--- config.mk ---
export PLATFORM = sky130hd
export DESIGN_NAME = cfc_frame_ctrl
export DESIGN_NICKNAME = d
export VERILOG_FILES = /design/src/rtl/cfc_pkg.sv /design/src/rtl/cfc_bclk_gen.sv /design/src/rtl/cfc_frame_timer.sv /design/src/rtl/cfc_tx_path.sv /design/src/rtl/cfc_rx_path.sv /design/src/rtl/cfc_frame_ctrl.sv
export SDC_FILE = /design/constraint.sdc
export NUM_CORES = 1
export LEC_CHECK = 0
export ABC_AREA = 1
export CAP_MARGIN = 15
export CORE_ASPECT_RATIO = 1.4
export CORE_MARGIN = 4
export CORE_UTILIZATION = 49
export CTS_BUF_LIST = sky130_fd_sc_hd__clkbuf_4
export CTS_CLUSTER_SIZE = 16
export DETAILED_ROUTE_END_ITERATION = 12
export DONT_BUFFER_PORTS = 1
export GPL_ROUTABILITY_DRIVEN = 0
export PLACE_DENSITY_LB_ADDON = 0.05
export SYNTH_ARGS = -nofsm -noshare
export SYNTH_HDL_FRONTEND = slang
export SYNTH_SLANG_ARGS = --single-unit
--- constraint.sdc ---
create_clock -name clk -period 1.85 [get_ports clk]
set_input_delay 0.37 -clock clk [delete_from_list [all_inputs] [get_ports clk]]
set_output_delay 0.37 -clock clk [all_outputs]
set_load 0.1 [all_outputs]
--- src/rtl/cfc_pkg.sv ---
package cfc_pkg;

    localparam int SUB_BITS   = 64;
    localparam int FRAME_BITS = 2 * SUB_BITS;
    localparam int SAMPLE_W   = 16;
    localparam int ADDR_W     = 4;
    localparam int IDX_W      = $clog2(FRAME_BITS);

    // Layout of the first subframe, most significant field goes out first
    typedef struct packed {
        logic [SAMPLE_W-1:0] audio;
        logic [SAMPLE_W-1:0] tel;
        logic                audio_vld;
        logic                tel_vld;
        logic                wr;
        logic [ADDR_W-1:0]   addr;
        logic [SAMPLE_W-1:0] data;
    } slot_t;

    localparam int SLOT_BITS = $bits(slot_t);
    localparam int PAD_BITS  = SUB_BITS - SLOT_BITS;

    typedef enum logic {
        SRC_INT = 1'b0,
        SRC_EXT = 1'b1
    } bclk_src_e;

    function automatic logic [SUB_BITS-1:0] slot_to_sub(input slot_t s);
        return {s, {PAD_BITS{1'b0}}};
    endfunction

    function automatic slot_t sub_to_slot(input logic [SUB_BITS-1:0] v);
        return slot_t'(v[SUB_BITS-1 -: SLOT_BITS]);
    endfunction

endpackage

--- src/rtl/cfc_bclk_gen.sv ---
module cfc_bclk_gen
    import cfc_pkg::*;
#(
    parameter int HALF_SLOW = 4,
    parameter int HALF_FAST = 2
) (
    input  logic      clk,
    input  logic      rst,
    input  bclk_src_e src_i,
    input  logic      rate_fast_i,
    input  logic      ext_bclk_i,
    output logic      bclk_o,
    output logic      rise_o,
    output logic      fall_o
);

    localparam int HALF_MAX = (HALF_SLOW > HALF_FAST) ? HALF_SLOW : HALF_FAST;
    localparam int CNT_W    = (HALF_MAX > 1) ? $clog2(HALF_MAX) : 1;
    localparam logic [CNT_W-1:0] LIM_SLOW = CNT_W'(HALF_SLOW - 1);
    localparam logic [CNT_W-1:0] LIM_FAST = CNT_W'(HALF_FAST - 1);

    logic [1:0]       sync_q;
    logic [CNT_W-1:0] cnt_q;
    logic             bclk_q;
    logic [CNT_W-1:0] lim;
    logic             toggle;

    always_comb begin
        lim = rate_fast_i ? LIM_FAST : LIM_SLOW;
        if (src_i == SRC_EXT)
            toggle = (sync_q[1] != bclk_q);
        else
            toggle = (cnt_q >= lim);
    end

    assign rise_o = toggle & ~bclk_q;
    assign fall_o = toggle &  bclk_q;
    assign bclk_o = bclk_q;

    always_ff @(posedge clk) begin
        if (rst) begin
            sync_q <= '0;
            cnt_q  <= '0;
            bclk_q <= 1'b0;
        end else begin
            sync_q <= {sync_q[0], ext_bclk_i};
            if (src_i == SRC_EXT || cnt_q >= lim)
                cnt_q <= '0;
            else
                cnt_q <= cnt_q + 1'b1;
            if (toggle)
                bclk_q <= ~bclk_q;
        end
    end

    AST_RISE_GOES_HIGH: assert property (@(posedge clk) disable iff (rst)
        rise_o |=> bclk_o);
    AST_FALL_GOES_LOW: assert property (@(posedge clk) disable iff (rst)
        fall_o |=> !bclk_o);
    AST_HALF_NOT_SHORT: assert property (@(posedge clk) disable iff (rst)
        (src_i == SRC_INT) && $changed(bclk_q) && $stable(src_i) && $stable(rate_fast_i)
        |-> !toggle || (lim == '0));

endmodule

--- src/rtl/cfc_frame_timer.sv ---
module cfc_frame_timer
    import cfc_pkg::*;
(
    input  logic             clk,
    input  logic             rst,
    input  logic             en_i,
    input  logic             rise_i,
    output logic             active_o,
    output logic [IDX_W-1:0] bit_idx_o,
    output logic             frame_start_o,
    output logic             fsync_o
);

    localparam logic [IDX_W-1:0] LAST_IDX = IDX_W'(FRAME_BITS - 1);

    logic             active_q;
    logic [IDX_W-1:0] idx_q;

    assign frame_start_o = rise_i & en_i & (~active_q | (idx_q == LAST_IDX));
    assign active_o      = active_q;
    assign bit_idx_o     = idx_q;
    assign fsync_o       = active_q & (idx_q == '0);

    always_ff @(posedge clk) begin
        if (rst || !en_i) begin
            active_q <= 1'b0;
            idx_q    <= '0;
        end else if (frame_start_o) begin
            active_q <= 1'b1;
            idx_q    <= '0;
        end else if (rise_i && active_q) begin
            idx_q    <= idx_q + 1'b1;
        end
    end

    AST_SYNC_ONE_BIT: assert property (@(posedge clk) disable iff (rst)
        rise_i && en_i && fsync_o |=> !fsync_o);
    AST_FRAME_WRAP: assert property (@(posedge clk) disable iff (rst)
        rise_i && en_i && active_q && (idx_q == LAST_IDX) |=> fsync_o);
    AST_IDLE_NO_SYNC: assert property (@(posedge clk) disable iff (rst)
        !en_i |=> !fsync_o && !active_o);

endmodule

--- src/rtl/cfc_tx_path.sv ---
module cfc_tx_path
    import cfc_pkg::*;
(
    input  logic             clk,
    input  logic             rst,
    input  logic             rise_i,
    input  logic             frame_start_i,
    input  logic             active_i,
    input  logic [IDX_W-1:0] bit_idx_i,
    input  slot_t            host_i,
    output slot_t            cur_cmd_o,
    output logic             txd_o
);

    localparam logic [IDX_W-1:0] SUB_LIM = IDX_W'(SUB_BITS);

    slot_t               shadow_q;
    logic [SUB_BITS-1:0] shift_q;

    always_ff @(posedge clk) begin
        if (rst) begin
            shadow_q <= '0;
            shift_q  <= '0;
        end else if (frame_start_i) begin
            shadow_q <= host_i;
            shift_q  <= slot_to_sub(host_i);
        end else if (rise_i && active_i) begin
            shift_q  <= {shift_q[SUB_BITS-2:0], 1'b0};
        end
    end

    assign txd_o     = active_i & shift_q[SUB_BITS-1];
    assign cur_cmd_o = shadow_q;

    AST_TX_SECOND_ZERO: assert property (@(posedge clk) disable iff (rst)
        active_i && (bit_idx_i >= SUB_LIM) |-> !txd_o);
    AST_SHADOW_HOLD: assert property (@(posedge clk) disable iff (rst)
        !frame_start_i |=> $stable(shadow_q));

endmodule

--- src/rtl/cfc_rx_path.sv ---
module cfc_rx_path
    import cfc_pkg::*;
(
    input  logic             clk,
    input  logic             rst,
    input  logic             fall_i,
    input  logic             active_i,
    input  logic [IDX_W-1:0] bit_idx_i,
    input  logic             rxd_i,
    input  slot_t            cur_cmd_i,
    output slot_t            rx_slot_o,
    output logic             rx_valid_o,
    output logic             rd_done_o
);

    localparam logic [IDX_W-1:0] SUB_LIM  = IDX_W'(SUB_BITS);
    localparam logic [IDX_W-1:0] LAST_IDX = IDX_W'(FRAME_BITS - 1);

    logic [SUB_BITS-1:0] shift_q;
    slot_t               slot_q;
    logic                valid_q;
    logic                done_q;
    slot_t               arrived;
    logic                in_first;
    logic                frame_end;

    always_comb begin
        arrived   = sub_to_slot(shift_q);
        in_first  = (bit_idx_i < SUB_LIM);
        frame_end = fall_i & active_i & (bit_idx_i == LAST_IDX);
    end

    always_ff @(posedge clk) begin
        if (rst) begin
            shift_q <= '0;
            slot_q  <= '0;
            valid_q <= 1'b0;
            done_q  <= 1'b0;
        end else begin
            valid_q <= 1'b0;
            done_q  <= 1'b0;
            if (fall_i && active_i && in_first)
                shift_q <= {shift_q[SUB_BITS-2:0], rxd_i};
            if (frame_end) begin
                slot_q  <= arrived;
                valid_q <= 1'b1;
                done_q  <= ~cur_cmd_i.wr & (arrived.addr == cur_cmd_i.addr);
            end
        end
    end

    assign rx_slot_o  = slot_q;
    assign rx_valid_o = valid_q;
    assign rd_done_o  = done_q;

    AST_RX_PULSE_ONE: assert property (@(posedge clk) disable iff (rst)
        rx_valid_o |=> !rx_valid_o);
    AST_RX_HOLD: assert property (@(posedge clk) disable iff (rst)
        !frame_end |=> $stable(slot_q));
    AST_SECOND_IGNORED: assert property (@(posedge clk) disable iff (rst)
        !in_first |=> $stable(shift_q));
    AST_DONE_WITH_VALID: assert property (@(posedge clk) disable iff (rst)
        rd_done_o |-> rx_valid_o);

endmodule

--- src/rtl/cfc_frame_ctrl.sv ---
module cfc_frame_ctrl
    import cfc_pkg::*;
#(
    parameter int HALF_SLOW = 4,
    parameter int HALF_FAST = 2
) (
    input  logic                clk,
    input  logic                rst,
    input  logic                en_i,
    input  logic                src_ext_i,
    input  logic                rate_fast_i,
    input  logic                ext_bclk_i,
    output logic                bclk_o,
    output logic                fsync_o,
    output logic                txd_o,
    input  logic                rxd_i,
    input  logic [SAMPLE_W-1:0] tx_audio_i,
    input  logic [SAMPLE_W-1:0] tx_tel_i,
    input  logic                tx_audio_vld_i,
    input  logic                tx_tel_vld_i,
    input  logic                tx_wr_i,
    input  logic [ADDR_W-1:0]   tx_addr_i,
    input  logic [SAMPLE_W-1:0] tx_wdata_i,
    output logic [SAMPLE_W-1:0] rx_audio_o,
    output logic [SAMPLE_W-1:0] rx_tel_o,
    output logic                rx_audio_vld_o,
    output logic                rx_tel_vld_o,
    output logic [ADDR_W-1:0]   rx_addr_o,
    output logic [SAMPLE_W-1:0] rx_rdata_o,
    output logic                rx_valid_o,
    output logic                rd_done_o
);

    bclk_src_e        src;
    logic             rise, fall;
    logic             active, frame_start;
    logic [IDX_W-1:0] bit_idx;
    slot_t            host_slot, cur_cmd, rx_slot;

    assign src = src_ext_i ? SRC_EXT : SRC_INT;

    always_comb begin
        host_slot.audio     = tx_audio_i;
        host_slot.tel       = tx_tel_i;
        host_slot.audio_vld = tx_audio_vld_i;
        host_slot.tel_vld   = tx_tel_vld_i;
        host_slot.wr        = tx_wr_i;
        host_slot.addr      = tx_addr_i;
        host_slot.data      = tx_wdata_i;
    end

    cfc_bclk_gen #(
        .HALF_SLOW (HALF_SLOW),
        .HALF_FAST (HALF_FAST)
    ) u_bclk (
        .clk         (clk),
        .rst         (rst),
        .src_i       (src),
        .rate_fast_i (rate_fast_i),
        .ext_bclk_i  (ext_bclk_i),
        .bclk_o      (bclk_o),
        .rise_o      (rise),
        .fall_o      (fall)
    );

    cfc_frame_timer u_timer (
        .clk           (clk),
        .rst           (rst),
        .en_i          (en_i),
        .rise_i        (rise),
        .active_o      (active),
        .bit_idx_o     (bit_idx),
        .frame_start_o (frame_start),
        .fsync_o       (fsync_o)
    );

    cfc_tx_path u_tx (
        .clk           (clk),
        .rst           (rst),
        .rise_i        (rise),
        .frame_start_i (frame_start),
        .active_i      (active),
        .bit_idx_i     (bit_idx),
        .host_i        (host_slot),
        .cur_cmd_o     (cur_cmd),
        .txd_o         (txd_o)
    );

    cfc_rx_path u_rx (
        .clk        (clk),
        .rst        (rst),
        .fall_i     (fall),
        .active_i   (active),
        .bit_idx_i  (bit_idx),
        .rxd_i      (rxd_i),
        .cur_cmd_i  (cur_cmd),
        .rx_slot_o  (rx_slot),
        .rx_valid_o (rx_valid_o),
        .rd_done_o  (rd_done_o)
    );

    assign rx_audio_o     = rx_slot.audio;
    assign rx_tel_o       = rx_slot.tel;
    assign rx_audio_vld_o = rx_slot.audio_vld;
    assign rx_tel_vld_o   = rx_slot.tel_vld;
    assign rx_addr_o      = rx_slot.addr;
    assign rx_rdata_o     = rx_slot.data;

    AST_TX_IDLE_LOW: assert property (@(posedge clk) disable iff (rst)
        !en_i |=> !txd_o);
    AST_RESET_QUIET: assert property (@(posedge clk)
        rst |=> !fsync_o && !rx_valid_o && !rd_done_o && !bclk_o);

endmodule

; After elaboration in Yosys (flattened, before gate mapping)
; Index checks and enable logic that the tools add are counted.
; Widths: inputs -> output; s select.
[totals]
register_bits = 193
input_bits = 62
[classes]
n_addsub = 2
order_cmp = 2
eq_ne = 3
mux = 6
bitwise = 14
reduce_logical = 11
[op_table]
columns = operator, n
row1 = $mux 64, 2
row2 = $and 1x1->1, 9
row3 = $add 7x1->7 const B, 1
row4 = $eq 7x7->1 const B, 1
row5 = $logic_not 7->1, 1
row6 = $lt 7x7->1 const B, 1
row7 = $reduce_or 2->1, 3
row8 = $eq 4x4->1, 1
row9 = $not 1->1, 4
row10 = $logic_and 1x1->1, 3
row11 = $mux 1, 3
row12 = $add 2x1->2 const B, 1
row13 = $ge 2x2->1, 1
row14 = $logic_or 1x1->1, 2
row15 = $mux 2, 1
row16 = $reduce_bool 2->1, 1
row17 = $logic_not 1->1, 1
row18 = $ne 1x1->1, 1
row19 = $or 1x1->1, 1

; Longest topological paths before layout
[depth]
word_depth = 8
mapped_depth = 11
depth_no_buf = 10

; Cells and area by module
; From an unflattened synthesis, not the netlist that was laid out.
[hier_totals]
hier_cells = 1429
area_unflattened_um2 = 10123.5
[modules_own_cells]
columns = mod, instances, cells_per_inst, area_per_inst_um2, seq_area_each_um2
row1 = cfc_rx_path, 1, 723, 5026.1, 2422.3
row2 = cfc_tx_path, 1, 599, 4404.2, 2202.1
row3 = cfc_frame_timer, 1, 72, 457.9, 160.2
row4 = cfc_bclk_gen, 1, 35, 235.2, 100.1

; Least setup slack after synthesis
; OpenSTA, ideal clock, no wires.
[synth_timing]
path_type = flip-flop to output port
startpoint = reg u_timer.idx_q[6] (netlist: u_timer.bit_idx_o[6])
endpoint = out fsync_o
arrival_time_ns = 3.587
required_ns = 1.480
path_slack_ns = -2.107
stages_incl_launch_ff = 5
n_path_buf = 1
path_cell_list = dfxtp_1 -> inv_1 -> clkbuf_1 -> nand2_1 -> nor4_1
[synth_via]
elab_chain_len = 2
[synth_lines]
columns = item, line_no
row1 = from (decl), cfc_frame_timer.sv:17  ; logic [IDX_W-1:0] idx_q;
row2 = from (signal assigned), cfc_frame_timer.sv:32  ; idx_q <= idx_q + 1'b1;
row3 = $logic_not 7->1, cfc_frame_timer.sv:22  ; assign fsync_o = active_q & (idx_q == '0);
row4 = $and 1x1->1, cfc_frame_timer.sv:22
row5 = to (decl), cfc_frame_ctrl.sv:14  ; output logic fsync_o,
; Every way passes these cells.

; Final worst setup path
[layout_timing]
startpoint = reg u_timer.idx_q[1] (netlist: u_timer.bit_idx_o[1])
endpoint = out fsync_o
; The elaborated chain is that of the path after synthesis.

==> impl_metrics.csv <==
group,metric,value,unit
timing,tns,-1.01,ns
pwr,p_per_area,627,mW/mm^2
routing,viasPerCell,5.38,
yosys,synth_cell_type_count,22,
cells_and_area,register_area,0.00387,sq mm
timing,min_period,2.06,ns
worst_hold_path,min_from,"rst",
yosys,syn_avg_cell_area,7.11,sq um
floorplanning,num_rows,55,
yosys,synthTopCellsByArea,"dfxtp_1 47%, nand3_1 17%, nand2_1 11%, a21oi_1 8.1%, inv_1 5.3%",
critical_path,critPathKind,"reg -> out",
clocking,cts_buffers,17,
floorplanning,die_h,161,microns
cells_and_area,fin_nets,1348,
timing,rsz0062_at_grt,"yes",
yosys,synth_ff_type,"dfxtp_1",
timing,hold_viol_final,115,
outcome,status,"complete, but fails checks",
placed_design,port_buffers,0,
timing,setup_viol,54,
yosys,synth-edff-count,0,
routing,drt_wl_total,23.9,mm
yosys,synth_nets,1222,
routing,avgRoutedWirePerCell,16.0,microns
routing,final_antenna_net_count,0,
floorplanning,die_w,118,microns
yosys,synth_common_cells,"277 x nand3_1, 245 x nand2_1, 193 x dfxtp_1",
critical_path,startpoint_type,"register",
critical_path,crit_fanout,2,
timing,report.final.slew_viol_count,0,
critical_path,r2r_start,"u_bclk.cnt_q[1]$_SDFF_PP0_",
grt,grt_max_degree,130,
grt,grt_pass1_vias,6861,
yosys,ys_seq_area_frac,0.469,
clocking,cts_num_sinks,193,
clocking,cts_tree,"yes",
cells_and_area,fillers,1299,
yosys,synth_top_area_frac,0.469,
cells_and_area,syn_to_final_growth,43.7,%
floorplanning,core-area,0.0163,sq mm
grt,grt-ovfl-total,0,
critical_path,crit_slowest_cell,"dfxtp_2",
cells_and_area,multiInputGateArea,0.00457,sq mm
routing,drc,0,
grt,grt_pass1_wl,32.3,mm
critical_path,crit_required,1.48,ns
clocking,h-tree-depth,4,
timing,fmax,486,MHz
timing,finalClockSkew,0.0183,ns
critical_path,critPathCaptureType,"primary output",
pwr,vdd_drop_max,0.000396,V
worst_hold_path,hold_path_class,"in -> reg",
grt,antenna_found_initial,1,
critical_path,crit_start,"u_timer.bit_idx_o[1]$_SDFFE_PP0P_",
clocking,max-clock-path-buffers,2,
pwr,p_leak,4.64,nW
yosys,synthCells,1157,
critical_path,cp_num_buf_inv,2,
routing,drtPass1Iterations,5,
critical_path,worstPathCellList,"inv_2, ha_4, nand3_4, nor4_4, clkbuf_16",
timing,setup_slack,-0.210,ns
yosys,async_flop_share,0,
floorplanning,die_area,0.0190,sq mm
placed_design,dp_hpwl,11.8,mm
timing,maxSlewHeadroom,0.642,
grt,grt_use_total,0.200,
yosys,synth_top_area_cell,"dfxtp_1",
timing,tightest_slew,0.538,ns
yosys,synth-seq-cells,193,
yosys,yosysMostFrequentCell,"nand3_1",
flow_run,drv_cap,0,
timing,post-route-period-util,1.11,
clocking,clk_pin_slew,0.17,ns
yosys,yosys_warnings,0,
routing,num_vias,8049,
routing,first_iter_violations,619,
critical_path,arrival,1.69,ns
floorplanning,initial_core_util,0.505,
outcome,failed_checks,"hold timing, setup timing",
clocking,ctsRootBufferMaster,"clkbuf_4",
yosys,syn_area,0.00823,sq mm
clocking,clock_latency,0.58,ns
cells_and_area,drive_above_1_share,0.319,
timing,holdWs,-0.167,ns
critical_path,slowest_delay,0.35,ns
floorplanning,ios,121,
placed_design,dp_slack,0.000201,ns
critical_path,critPathTopFamily,"buffers and inverters",
[routing by layer]
metal  global-route usage  wire length [microns]  share of wire
met5                    0                      0              0
met2                0.358                  13000           0.54
met3               0.0434                   1020          0.043
met4               0.0619                    590          0.025
met1                0.242                   9350           0.39
[area by class of cell]
type | instances | area share
clock inverter | 14 | 0.0144
tap | 199 | 0.0211
multi-input combinational | 757 | 0.386
antenna | 1 | 0.000212
timing repair buffer | 197 | 0.203
sequential | 193 | 0.328
clock buffer | 17 | 0.0108
inverter | 117 | 0.0371
[what timing repair did]
item                                   CTS  global route
resized for setup                       10           300
setup endpoints to repair                2           172
buffers inserted                         3            14
hold buffers                            49             4
pin swaps                                3            34
cloned                                   0            34
endpoints found under the hold margin  182           130
[layout by cell type, fill, tap and decap left out, drive strengths merged, types with 4 or more instances in the layout]
cell type,synthesis,layout
nand4,4,4
buf,54,122
inv,117,124
nand3,278,278
nor2,63,63
dfxtp,193,193
o21ai,11,11
nand2,245,247
a21oi,134,134
xnor2,5,5
dlygate4sd3,0,53
nor3,5,5
clkbuf,38,39
[registers in the layout, indices dropped and copies added (netlist names), 2 cells and up]
name               cells
u_tx.cur_cmd_o         5
u_rx.rx_slot_o        54
u_timer.bit_idx_o      7
u_bclk.sync_q          2
u_tx.shift_q          55
u_rx.shift_q          64
u_bclk.cnt_q           2
[report_power, final]
part           switching [mW]  internal (mW)  leakage [nW]
Combinational           0.381          0.349          2.92
Clock                    1.56          0.848         0.154
Sequential             0.0401           4.23          1.56
Total                    1.99           5.43          4.64
[worst paths after layout]
| kind | endpoint | slack, ns | cells past startpoint |
|---|---|---|---|
| worst min register to register | u_rx.rd_done_o$_SDFF_PP0_ | 0.46 | 1 |
| worst min-delay path | u_rx.rx_slot_o[51]$_SDFFE_PP0P_ | -0.17 | 1 |
| worst max register to register | u_rx.shift_q[63]$_SDFFE_PP0P_ | -0.04 | 11 |
| worst max-delay path | fsync_o | -0.21 | 5 |
[kinds of logic (layout without fill, tap and decap cells)]
| group | after synthesis | count (layout) | synth area share |
|---|---|---|---|
| other | 0 | 1 | 0 |
| xor gates and xnor gates | 8 | 8 | 0.00851 |
| buffers and inverters | 209 | 345 | 0.109 |
| and+or+nand+nor | 597 | 599 | 0.318 |
| adders and majority gates | 3 | 3 | 0.00456 |
| DFF | 193 | 193 | 0.469 |
| AOI/OAI and AO/OA | 147 | 147 | 0.0900 |
[worst reg2reg max path: stages (launching register included)]
cell and delay [ns]:
dfxtp_2 0.37, ha_4 0.27, nand2_4 0.05, nand2_4 0.09, nand2_4 0.05, nor3_4 0.20, buf_6 0.14, buf_12 0.15
buf_8 0.13, buf_8 0.13, nand3_1 0.08, a21oi_1 0.17
[through the flow]
step / hold WS, ns / power [mW] / instance area, sq um / std cells / utilization
finish: -0.167 / 7.41 / 11800 / 1495 / 0.725
global route: -0.215 / 7.72 / 11800 / 1495 / 0.725
CTS: -0.215 / 7.30 / 9850 / 1442 / 0.604
detailed placement: 0.410 / 4.80 / 9010 / 1359 / 0.552
global placement: 0.413 / 4.79 / 9010 / 1359 / 0.552
floorplan: 0.388 / 4.71 / 8250 / 1157 / -
No activity file was read; power rests on OpenSTA's default activity.
